## config.mk

```make
export PLATFORM = sky130hd
export DESIGN_NAME = lane_delay_adjust
export DESIGN_NICKNAME = d
export VERILOG_FILES = /design/src/rtl/lda_pkg.sv /design/src/rtl/lda_code_sat.sv /design/src/rtl/lda_addr_gen.sv /design/src/rtl/lane_delay_adjust.sv
export SDC_FILE = /design/constraint.sdc
export NUM_CORES = 1
export LEC_CHECK = 0
export CAP_MARGIN = 15
export CORE_MARGIN = 5
export CORE_UTILIZATION = 30
export DETAILED_ROUTE_END_ITERATION = 12
export SLEW_MARGIN = 20
export SYNTH_ARGS = -nofsm -noshare
export SYNTH_HDL_FRONTEND = slang
export SYNTH_HIERARCHICAL = 1
export SYNTH_SLANG_ARGS = --single-unit
```

## constraint.sdc

```tcl
create_clock -name clk -period 3.52 [get_ports clk]
set_clock_uncertainty 0.15 [all_clocks]
set_input_delay 0.704 -clock clk [delete_from_list [all_inputs] [get_ports clk]]
set_output_delay 0.704 -clock clk [all_outputs]
set_load 0.02 [all_outputs]
```

## src/rtl/lda_pkg.sv

```systemverilog
package lda_pkg;
   typedef enum logic [3:0] {
      ST_IDLE,
      ST_CFG_RD,
      ST_CFG_WR,
      ST_POLL,
      ST_LANE_RD,
      ST_LANE_WR,
      ST_LANE_CHK,
      ST_RELEASE
   } lda_state_e;
endpackage

```

## src/rtl/lda_code_sat.sv

```systemverilog
module lda_code_sat #(
   parameter int CODE_W = 8,
   parameter int STEP_W = 8
) (
   input  logic [CODE_W-1:0] code_i,
   input  logic [STEP_W-1:0] step_i,
   output logic [CODE_W-1:0] code_o
);
   localparam int SUM_W = ((CODE_W > STEP_W) ? CODE_W : STEP_W) + 2;
   localparam logic signed [SUM_W-1:0] CODE_MAX = SUM_W'((1 << CODE_W) - 1);

   logic signed [SUM_W-1:0] base_s, step_s, sum_s;

   always_comb begin
      base_s = SUM_W'(code_i);
      step_s = {{(SUM_W-STEP_W){step_i[STEP_W-1]}}, step_i};
      sum_s  = base_s + step_s;
      if (sum_s < 0)
         code_o = '0;
      else if (sum_s > CODE_MAX)
         code_o = '1;
      else
         code_o = sum_s[CODE_W-1:0];
   end
endmodule

```

## src/rtl/lda_addr_gen.sv

```systemverilog
module lda_addr_gen #(
   parameter int ADDR_W      = 16,
   parameter int IDX_W       = 4,
   parameter int LANE_BASE   = 'h0100,
   parameter int LANE_STRIDE = 'h0040
) (
   input  logic [IDX_W-1:0]  idx_i,
   output logic [ADDR_W-1:0] addr_o
);
   localparam int  STRIDE_LOG = $clog2(LANE_STRIDE);
   localparam bit  STRIDE_P2  = ((1 << STRIDE_LOG) == LANE_STRIDE);
   localparam logic [ADDR_W-1:0] BASE_A = ADDR_W'(LANE_BASE);

   generate
      if (STRIDE_P2) begin : g_shift
         assign addr_o = BASE_A + (ADDR_W'(idx_i) << STRIDE_LOG);
      end else begin : g_mult
         assign addr_o = BASE_A + ADDR_W'(idx_i) * ADDR_W'(LANE_STRIDE);
      end
   endgenerate
endmodule

```

## src/rtl/lane_delay_adjust.sv

```systemverilog
module lane_delay_adjust #(
   parameter int ADDR_W      = 16,
   parameter int DATA_W      = 32,
   parameter int LANE_CNT_W  = 4,
   parameter int STEP_W      = 8,
   parameter int CODE_LSB    = 8,
   parameter int CODE_W      = 8,
   parameter int CFG_ADDR    = 'h0008,
   parameter int STAT_ADDR   = 'h0010,
   parameter int LANE_BASE   = 'h0100,
   parameter int LANE_STRIDE = 'h0040,
   parameter int INHIBIT_BIT = 26,
   parameter int STOPPED_BIT = 30
) (
   input  logic                  clk,
   input  logic                  rst_n,
   input  logic                  start_i,
   input  logic [LANE_CNT_W-1:0] lanes_i,
   input  logic [STEP_W-1:0]     step_i,
   output logic                  bus_req_o,
   output logic                  bus_we_o,
   output logic [ADDR_W-1:0]     bus_addr_o,
   output logic [DATA_W-1:0]     bus_wdata_o,
   input  logic                  bus_ack_i,
   input  logic [DATA_W-1:0]     bus_rdata_i,
   output logic                  busy_o,
   output logic                  done_o
);
   import lda_pkg::*;

   localparam logic [DATA_W-1:0] INH_MASK   = DATA_W'(1) << INHIBIT_BIT;
   localparam logic [DATA_W-1:0] FIELD_MASK = DATA_W'((1 << CODE_W) - 1) << CODE_LSB;

   generate
      if (CODE_LSB + CODE_W > DATA_W) begin : g_bad_field
         $error("delay code field exceeds register width");
      end
      if (INHIBIT_BIT >= DATA_W || STOPPED_BIT >= DATA_W) begin : g_bad_bit
         $error("control bit position exceeds register width");
      end
      if (LANE_STRIDE < 1) begin : g_bad_stride
         $error("lane stride must be positive");
      end
   endgenerate

   lda_state_e            state_q;
   logic [LANE_CNT_W-1:0] lanes_q;
   logic [LANE_CNT_W-1:0] idx_q;
   logic [STEP_W-1:0]     step_q;
   logic [DATA_W-1:0]     cfg_q;
   logic [DATA_W-1:0]     lane_q;
   logic                  done_q;
   logic [CODE_W-1:0]     new_code;
   logic [ADDR_W-1:0]     lane_addr;
   logic [DATA_W-1:0]     lane_merged;

   lda_code_sat #(.CODE_W(CODE_W), .STEP_W(STEP_W)) i_sat (
      .code_i (lane_q[CODE_LSB +: CODE_W]),
      .step_i (step_q),
      .code_o (new_code)
   );

   lda_addr_gen #(
      .ADDR_W(ADDR_W), .IDX_W(LANE_CNT_W),
      .LANE_BASE(LANE_BASE), .LANE_STRIDE(LANE_STRIDE)
   ) i_addr (
      .idx_i  (idx_q),
      .addr_o (lane_addr)
   );

   assign lane_merged = (lane_q & ~FIELD_MASK) | (DATA_W'(new_code) << CODE_LSB);

   always_ff @(posedge clk or negedge rst_n) begin
      if (!rst_n) begin
         state_q <= ST_IDLE;
         lanes_q <= '0;
         idx_q   <= '0;
         step_q  <= '0;
         cfg_q   <= '0;
         lane_q  <= '0;
         done_q  <= 1'b0;
      end else begin
         done_q <= 1'b0;
         case (state_q)
            ST_IDLE: if (start_i) begin
               lanes_q <= lanes_i;
               step_q  <= step_i;
               idx_q   <= '0;
               state_q <= ST_CFG_RD;
            end
            ST_CFG_RD: if (bus_ack_i) begin
               cfg_q   <= bus_rdata_i;
               state_q <= ST_CFG_WR;
            end
            ST_CFG_WR: if (bus_ack_i) state_q <= ST_POLL;
            ST_POLL: if (bus_ack_i && bus_rdata_i[STOPPED_BIT])
               state_q <= (lanes_q == '0) ? ST_RELEASE : ST_LANE_RD;
            ST_LANE_RD: if (bus_ack_i) begin
               lane_q  <= bus_rdata_i;
               state_q <= ST_LANE_WR;
            end
            ST_LANE_WR: if (bus_ack_i) state_q <= ST_LANE_CHK;
            ST_LANE_CHK: if (bus_ack_i) begin
               if (idx_q == lanes_q - 1'b1) begin
                  state_q <= ST_RELEASE;
               end else begin
                  idx_q   <= idx_q + 1'b1;
                  state_q <= ST_LANE_RD;
               end
            end
            ST_RELEASE: if (bus_ack_i) begin
               done_q  <= 1'b1;
               state_q <= ST_IDLE;
            end
            default: state_q <= ST_IDLE;
         endcase
      end
   end

   always_comb begin
      bus_we_o    = 1'b0;
      bus_addr_o  = '0;
      bus_wdata_o = '0;
      case (state_q)
         ST_CFG_RD:   bus_addr_o = ADDR_W'(CFG_ADDR);
         ST_CFG_WR: begin
            bus_we_o    = 1'b1;
            bus_addr_o  = ADDR_W'(CFG_ADDR);
            bus_wdata_o = cfg_q | INH_MASK;
         end
         ST_POLL:     bus_addr_o = ADDR_W'(STAT_ADDR);
         ST_LANE_RD,
         ST_LANE_CHK: bus_addr_o = lane_addr;
         ST_LANE_WR: begin
            bus_we_o    = 1'b1;
            bus_addr_o  = lane_addr;
            bus_wdata_o = lane_merged;
         end
         ST_RELEASE: begin
            bus_we_o    = 1'b1;
            bus_addr_o  = ADDR_W'(CFG_ADDR);
            bus_wdata_o = cfg_q & ~INH_MASK;
         end
         default: ;
      endcase
   end

   assign bus_req_o = (state_q != ST_IDLE);
   assign busy_o    = (state_q != ST_IDLE);
   assign done_o    = done_q;
endmodule

```

==> impl_metrics.ini, run 1 <==
[run_status]
outcome = finished clean

[synth]
ys_seq_area_share_pct = 45.4
synthArstFlopShare_pct = 100
synthCells = 392
synth_area_leader_cell = dfrtp_1
synth_most_common_cell = dfrtp_1
syn_avg_cell_area_um2 = 11.7
yosys.cell_types.count = 64
netlist_area_um2 = 4580
yosysWarnings = 6
synth_top_area_share_pct = 45.4
synth-seq-cells = 83
synthTopCellsByArea = dfrtp_1 (45%), mux2_2 (17%), a22o_1 (5.9%)
yosys-top-cells-count = dfrtp_1 (83), mux2_2 (68), a22o_1 (31)
synth_edf_count = 0
synth_ff_type = dfrtp_1

[timing]
fmax_ghz = 0.290
worstMarginPinSlew_ns = 0.818
finalHoldViolations = 0
finalSetupTns_ns = 0
max_slew_margin_pct = 45.5
setup_viol = 0
slew_violations = 0
fin_crit_ns = 3.45
fin_crit_sh_pct = 97.9

[setup_path]
cpMaxStageDelayCell = dfrtp_1
cp-start-kind = flip-flop
cp-end-kind = output pin
crit_buf_inv = 2
cp_max_fo = 4
crit_chain = ha_2 -> inv_1 -> fa_2 -> nand2b_4 -> a21oi_4 -> o41ai_2 -> o21a_1 -> a221oi_2 -> a22o_1 -> buf_4
crit_family = compound AO/OA/AOI/OAI gates
reg2reg_from = state_q[2]
reg2reg_to = step_q[1]
arrival_ns = 2.59
slowest_delay_ns = 0.36
worstPathRequired_ns = 2.67
reg2reg_slack_ns = 1.17
crit_type = flip-flop to output pin
reg2reg_depth = 6

[floorplanning]
io_pins = 100
core-area_um2 = 15100
die-area_um2 = 17800
die_w_um = 134
start_util_pct = 30.3
die_height_um = 134
rows = 45

[cts]
worstSkewPairLatency_ns = 0.34
cts.sinks = 83
cts_max_path_buffers = 2
post_cts_buffers = 0
tritoncts = built
holdBufCountCts = 0
cts_max_level = 3
cts_made_buffers = 9
clk_pin_slew_ns = 0.06
cts_root_buf = clkbuf_16

[finish]
area_delta_synth_final_pct = 32.6
fin_nets = 545
drive_gt1_share_pct = 28.8
finalNonFillerCells = 677
nFillCells = 1442
diodes = 0
design_area_um2 = 6070

[place]
place_inst = 661
postPlaceCellArea_um2 = 5680
hpwlAfterDp_um = 8000
numPortBuffers = 90
place_congestion = 0.809

[drt]
met1Wirelength_um = 5250
first_pass_iters = 4
wl_um = 11500
wl_met2_um = 5600
drcViolationCount = 0
wl_met3_um = 505
wl_per_cell_um = 17.0
top_layer = met4
final_antenna_net_count = 0
vias_per_cell = 4.97
drt_iter0_markers = 142
via_count = 3368

[pwr]
p_clk_share_pct = 16.6
combPwrFrac_pct = 55.2
switchingPower_mw = 2.37
seq_power_share_pct = 28.2
finalPower_mw = 6.01
leakage_nw = 2.62
p_sw_share_pct = 39.4
peakVddDrop_v = 0.000343
p_int_mw = 3.64
power_density_nw_per_um2 = 990

[run]
maxCapViolCount = 0

[worst_hold_path]
worst_hold_path_type = input pin to async pin

[grt]
grt_pass1_wl_um = 19100
overflow = 0
track_usage_pct = 13.4
grt_pass1_vias = 3556
grt_max_degree = 84
antenna_found_initial = 0
-- per-layer routing --
metal	global-route usage, %	vias up
li1	-	1605
met1	17.8	1693
met2	21.0	59
met3	4.08	11
met4	3.77	0
met5	0	-
-- power groups by stage --
| stage | Clock, mW | Combinational (mW) | Sequential, mW |
|---|---|---|---|
| 2_1_floorplan | 0 | 2.19 | 1.61 |
| 5_1_grt | 1.08 | 3.62 | 1.76 |
| 3_5_place_dp | 0 | 3.15 | 1.71 |
| 6_report | 0.995 | 3.32 | 1.70 |
| 3_3_place_gp | 0 | 3.11 | 1.69 |
| 4_1_cts | 1.04 | 3.23 | 1.70 |
-- cells in the final DEF (no fill, tap or decap), types with 3 or more instances in the layout --
cell type	netlist	routed
a21oi_1	10	8
mux2_1	5	5
o21ai_0	14	11
nor3_2	2	3
dfrtp_1	83	82
nand2b_1	5	4
nand2_1	11	11
xnor2_1	7	7
a22o_1	31	31
nand3_1	3	3
a22oi_1	5	3
buf_4	17	20
o21ai_1	2	3
and3_1	18	18
conb_1	1	11
clkdlybuf4s50_1	0	81
buf_2	10	6
ha_1	12	11
clkbuf_16	0	9
o22ai_1	3	3
mux2_2	68	68
inv_1	17	17
xor2_1	3	3
a21o_1	3	3
nor2_1	5	5
-- stage by stage --
stage / utilization, % / hold slack [ns] / worst slack, ns
floorplan: - / 0.258 / 0.529
global placement: 37.7 / 0.320 / -0.117
detailed placement: 37.7 / 0.339 / -0.168
CTS: 39.9 / 0.353 / -0.0747
global route: 40.2 / 0.347 / -0.0799
finish: 40.2 / 0.231 / 0.0731
-- cell families after synthesis --
kind of cell               count (synthesis)  synth area share [%]
xor gates and xnor gates                  11                  2.27
adders and majority gates                 13                  3.72
muxes                                     74                  18.2
and+or+nand+nor                           64                  8.42
DFF                                       83                  45.4
AOI/OAI and AO/OA                         92                  15.8
other                                      1                0.0819
buffers and inverters                     54                  6.12
-- sequential cells by signal, summed over array words and instances, names as in the netlist --
register  flops
lane_q       32
state_q       3
idx_q         4
step_q        8
cfg_q        31
done_o        1
lanes_q       4
-- worst max path at each step --
stage / slack (ns) / startpoint / to / depth (start not counted)
5_1_grt: -0.08 / step_q[3] / bus_wdata_o[15] / 8
3_3_place_gp: -0.12 / step_q[0] / bus_wdata_o[12] / 10
4_1_cts: -0.07 / step_q[1] / bus_wdata_o[12] / 8
6_report: 0.07 / lane_q[8] / bus_wdata_o[15] / 10
2_1_floorplan: 0.53 / step_q[0] / bus_wdata_o[9] / 9
3_5_place_dp: -0.17 / step_q[0] / bus_wdata_o[12] / 10
-- area by class of cell --
type / count / area [µm²] / area share (%)
multi-input cells: 265 / 2380 / 39.2
flip-flops and latches: 83 / 2080 / 34.2
repair buffers: 108 / 1000 / 16.5
well taps: 188 / 235 / 3.87
clock buffers: 11 / 233 / 3.83
clock inverters: 5 / 77.6 / 1.28
inverters: 17 / 63.8 / 1.05
-- what timing repair did --
action,in CTS,in global routing
resized for setup,37,23
pin swaps,2,5
setup endpoints to repair,8,10
(Power assumes the default switching activity.)
==> run 2: changes to the inputs <==
--- a/config.mk
+++ b/config.mk
@@ -9,7 +9,7 @@
 export CORE_MARGIN = 5
 export CORE_UTILIZATION = 30
 export DETAILED_ROUTE_END_ITERATION = 12
-export SLEW_MARGIN = 20
+export PLACE_DENSITY = 0.5
 export SYNTH_ARGS = -nofsm -noshare
 export SYNTH_HDL_FRONTEND = slang
 export SYNTH_HIERARCHICAL = 1
==> run 2 against run 1 <==
Against the previous run: final cell count up 1.3%; critical path depth is 1 higher; design area increased by 1.9%; wire length up 3.2%; clock-buffer cell count fell by 1; utilization rose by 0.75 points; total power is 2.5% higher; non-clock buffer count increased by 9; clock power grew 6%; fmax grew 0.91%; sequential share of layout area fell by 0.65 points; die area unchanged.
==> impl_metrics.ini, run 2 (synthesis results as in run 1) <==
[cts]
cts_max_path_buffers = 2
clk_pin_slew_ns = 0.07
cts_made_buffers = 9
tritoncts = built
cts_root_buf = clkbuf_16
cts_max_level = 3
holdBufCountCts = 0
worstSkewPairLatency_ns = 0.34
cts.sinks = 83

[drt]
wl_um = 11900
via_count = 3381
vias_per_cell = 4.93
wl_per_cell_um = 17.3
first_pass_iters = 4
drt_iter0_markers = 177
final_antenna_net_count = 0
drcViolationCount = 0

[finish]
mostFrequentLayoutCells = dfrtp_1 (83), clkdlybuf4s50_1 (81), mux2_2 (68)
largest-register = lane_q
nFillCells = 1444
mostFrequentLayoutCell = dfrtp_1
final-seq-area_um2 = 2080
finalNonFillerCells = 686
diodes = 0
largestRegisters = lane_q (32), cfg_q (31), step_q (8)
area_delta_synth_final_pct = 35.1
drive_gt1_share_pct = 30.9
largest_register_ffs = 32
multi_input_area_um2 = 2370
fin_nets = 554

[floorplanning]
start_util_pct = 30.3
die_w_um = 134
rows = 45
io_pins = 100
die-area_um2 = 17800
core-area_um2 = 15100
die_height_um = 134

[pwr]
power_density_nw_per_um2 = 996
finalPower_mw = 6.16
leakage_nw = 2.68
peakVddDrop_v = 0.000423

[place]
place_congestion = 0.778
numPortBuffers = 90
place_inst = 664
hpwlAfterDp_um = 8100

[grt]
overflow = 0
track_usage_pct = 13.6
grt_pass1_vias = 3607
grt_max_degree = 84
antenna_found_initial = 0
grt_pass1_wl_um = 19200

[timing]
fin_crit_ns = 3.42
finalHoldViolations = 0
finalSetupTns_ns = 0
fin_crit_sh_pct = 97.0
rsz0062_at_grt = yes
worstMarginPinSlew_ns = 0.622
slew_violations = 0
setup_viol = 0
max_slew_margin_pct = 57.9
fmax_ghz = 0.293

[setup_path]
cpMostUsedCell = buf_4
crit_chain = ha_2 -> inv_2 -> fa_2 -> nand2b_4 -> a21oi_4 -> o22ai_4 -> xor2_2 -> buf_4 -> a22oi_1 -> a22o_1 -> buf_4
slowest_delay_ns = 0.35
crit_family = compound AO/OA/AOI/OAI gates
cp-start-kind = flip-flop
cpMaxStageDelayCell = dfrtp_1
cp-end-kind = output pin
crit_type = flip-flop to output pin
worstPathRequired_ns = 2.67
cp_max_fo = 4
arrival_ns = 2.56
crit_buf_inv = 3

[worst_hold_path]
worst_hold_path_type = input pin to async pin

[run_status]
outcome = finished clean

[run]
maxCapViolCount = 0
run 2: changes by cell type in the layout (fill, tap and decap cells not counted), moves of 2 or more:
| cell | before | now |
|---|---|---|
| inv_6 | 0 | 2 |
| clkbuf_1 | 2 | 0 |
| clkinv_2 | 2 | 0 |
| buf_4 | 20 | 33 |
| buf_2 | 6 | 1 |
run 2: worst reg2reg max path, cell delays in order (launching register included):
cell and delay, ns:
dfrtp_1 0.54, buf_4 0.29, nand2_1 0.12, nor3_2 0.19
buf_4 0.43, mux2_2 0.41
run 2: worst paths after layout:
| path | slack, ns | to | cells past startpoint | startpoint |
|---|---|---|---|---|
| max | 0.10 | bus_wdata_o[10] | 11 | lane_q[8] |
| min | 0.13 | cfg_q[17] | 1 | rst_n |
| max reg2reg | 1.28 | lane_q[2] | 5 | state_q[2] |
| min reg2reg | 0.34 | cfg_q[5] | 1 | cfg_q[5] |
| max in group asynchronous | 2.46 | cfg_q[15] | 2 | rst_n |
| min in group clk | 0.34 | cfg_q[5] | 1 | cfg_q[5] |
run 2: timing repair:
action | CTS | global route
setup buffers | 2 | 3
gates resized for setup | 48 | 17
setup endpoints to repair | 8 | 8
pin swaps | 3 | 8
run 2: power by group:
part | internal [mW] | switching [mW]
logic | 1.70 | 1.71
registers | 1.41 | 0.288
clock network | 0.647 | 0.408
total | 3.76 | 2.41
run 2: through the flow:
step | util, % | hold slack (ns) | setup slack, ns | instance area, µm²
2_1_floorplan | - | 0.258 | 0.529 | 4610
4_1_cts | 40.3 | 0.348 | 0.00724 | 6080
3_3_place_gp | 37.9 | 0.318 | -0.110 | 5710
3_5_place_dp | 37.9 | 0.337 | -0.182 | 5710
6_report | 41.0 | 0.127 | 0.104 | 6180
5_1_grt | 41.0 | 0.137 | -0.0207 | 6180
run 2: per-layer routing:
| layer | vias up | track usage, % | wire (µm) |
|---|---|---|---|
| li1 | 1622 | - | - |
| met1 | 1679 | 17.3 | 5470 |
| met2 | 69 | 22.0 | 5700 |
| met3 | 11 | 4.57 | 540 |
| met4 | 0 | 3.71 | 143 |
| met5 | - | 0 | 0 |
run 2: layout make-up:
class | count | share of cell area, %
Timing Repair Buffer | 117 | 17.8
Clock buffer | 10 | 3.86
Multi-Input combinational cell | 265 | 38.4
Inverter | 17 | 1.03
Tap cell | 188 | 3.80
Sequential cell | 83 | 33.6
Clock inverter | 6 | 1.52
==> run 3: changes to the inputs <==
--- a/config.mk
+++ b/config.mk
@@ -5,11 +5,11 @@
 export SDC_FILE = /design/constraint.sdc
 export NUM_CORES = 1
 export LEC_CHECK = 0
-export CAP_MARGIN = 15
+export CAP_MARGIN = 20
 export CORE_MARGIN = 5
-export CORE_UTILIZATION = 30
+export CORE_UTILIZATION = 51
 export DETAILED_ROUTE_END_ITERATION = 12
-export PLACE_DENSITY = 0.5
+export PLACE_DENSITY = 0.78
 export SYNTH_ARGS = -nofsm -noshare
 export SYNTH_HDL_FRONTEND = slang
 export SYNTH_HIERARCHICAL = 1
==> run 3 against run 2 <==
Against the previous run: final cell count shrank 13%; combinational power is essentially flat; global-route usage grew 6.3 points; die area shrank 38%; wire length shrank 10%; non-clock buffer count shrank 6; sequential share of layout area grew 1.4 points; design area shrank 3.9%; worst hold slack gained 0.021 ns; clock power shrank 41%; critical path type unchanged.
==> impl_metrics.ini, run 3 (synthesis results as in run 1) <==
[setup_path]
worstPathRequired_ns = 2.67
crit_type = flip-flop to output pin
reg2reg_depth = 6
reg2reg_slack_ns = 1.16
reg2reg_to = step_q[3]
cp-end-kind = output pin
cp_max_fo = 5
arrival_ns = 2.62
cp-start-kind = flip-flop
cp-startpoint = lane_q[8]
reg2reg_from = state_q[2]

[finish]
mostFrequentLayoutCells = dfrtp_1 (83), clkdlybuf4s50_1 (81), mux2_2 (68)
nFillCells = 646
largest_register_ffs = 32
fin_nets = 548
post-route-util_pct = 68.1
finalNonFillerCells = 599
diodes = 0
mostFrequentLayoutCell = dfrtp_1
area_delta_synth_final_pct = 29.8
largest-register = lane_q
drive_gt1_share_pct = 31.0
largestRegisters = lane_q (32), cfg_q (31), step_q (8)

[pwr]
leakage_nw = 2.58
p_sw_share_pct = 41.6
combPwrFrac_pct = 59.9
p_clk_share_pct = 10.7
power_density_nw_per_um2 = 965
p_int_mw = 3.35
peakVddDrop_v = 0.000421
seq_power_share_pct = 29.3
switchingPower_mw = 2.38

[floorplanning]
rows = 34
die-area_um2 = 11000
start_util_pct = 52.5
io_pins = 100
core-area_um2 = 8720
die_w_um = 105
die_height_um = 105

[place]
place_congestion = 0.878
place_inst = 581
hpwlAfterDp_um = 7420
numPortBuffers = 90

[drt]
final_antenna_net_count = 0
vias_per_cell = 5.66
wl_per_cell_um = 17.7
via_count = 3391
wl_um = 10600
drcViolationCount = 0
first_pass_iters = 4
drt_iter0_markers = 83

[grt]
grt_pass1_vias = 3622
overflow = 0
antenna_found_initial = 0
grt_pass1_wl_um = 18200
track_usage_pct = 19.8
grt_max_degree = 84

[cts]
cts_made_buffers = 9
cts.sinks = 83
cts_max_path_buffers = 2
worstSkewPairLatency_ns = 0.34
holdBufCountCts = 0
cts_max_level = 3
tritoncts = built
cts_root_buf = clkbuf_8
clk_pin_slew_ns = 0.09

[timing]
finalHoldViolations = 0
fin_crit_sh_pct = 98.7
max_slew_margin_pct = 52.5
worstMarginPinSlew_ns = 0.712
slew_violations = 0
fin_crit_ns = 3.47
hold_slack_ns = 0.148
finalSetupTns_ns = 0
rsz0062_at_grt = yes
fmax_ghz = 0.288
setup_viol = 0

[run]
maxCapViolCount = 0

[worst_hold_path]
worst_hold_path_type = input pin to async pin

[run_status]
outcome = finished clean
==> run 3: timing repair <==
action,4_1_cts,5_1_grt
gates resized for setup,42,23
setup endpoints to repair,8,8
cloned,0,0
pin swaps,4,10
buffers inserted,0,2
==> run 3: final cells by class <==
cell class                      instances  area (µm²)  area share [%]
Clock buffer                            9         124            2.08
Clock inverter                          6        50.0           0.842
Inverter                               17        63.8            1.07
Multi-Input combinational cell        265        2420            40.7
Sequential cell                        83        2080            35.0
Tap cell                              108         135            2.27
Timing Repair Buffer                  111        1080            18.1
==> run 3: power groups by stage <==
stage                     sequential [mW]  combinational, mW  clock, mW
after floorplan                      1.61               2.19          0
after global placement               1.67               3.10          0
after detailed placement             1.70               3.14          0
after CTS                            1.68               3.24      0.640
after global routing                 1.75               3.74      0.683
final                                1.68               3.44      0.616
==> run 3: worst max-delay path, cell delays in order, from the launching register on <==
cell and delay (ns):
dfrtp_1 0.36, ha_2 0.19, inv_2 0.04, fa_2 0.34, nand2b_4 0.19, a21oi_4 0.22, o22ai_4 0.13, xor2_4 0.23
a22oi_1 0.10, a22o_1 0.22, clkdlybuf4s15_2 0.25
==> run 3: stage by stage <==
| step | power, mW | area, µm² | setup WS (ns) |
|---|---|---|---|
| floorplan | 3.81 | 4610 | 0.529 |
| global placement | 4.77 | 5610 | -0.0954 |
| detailed placement | 4.84 | 5610 | -0.139 |
| CTS | 5.56 | 5830 | 0.00299 |
| global route | 6.17 | 5940 | -0.0879 |
| finish | 5.74 | 5940 | 0.0464 |
==> run 3: metal layers <==
layer,global-route usage [%],wire length [µm]
met3,5.30,611
met1,26.1,4600
met2,32.7,5280
met5,0,0
met4,5.02,114
==> run 3: how the worst max path moves through the flow <==
stage	endpoint	slack [ns]	depth (start not counted)
global placement	bus_wdata_o[9]	-0.1	10
floorplan	bus_wdata_o[9]	0.53	9
CTS	bus_wdata_o[14]	0.003	10
detailed placement	bus_wdata_o[9]	-0.14	10
finish	bus_wdata_o[8]	0.05	10
global route	bus_wdata_o[14]	-0.09	10
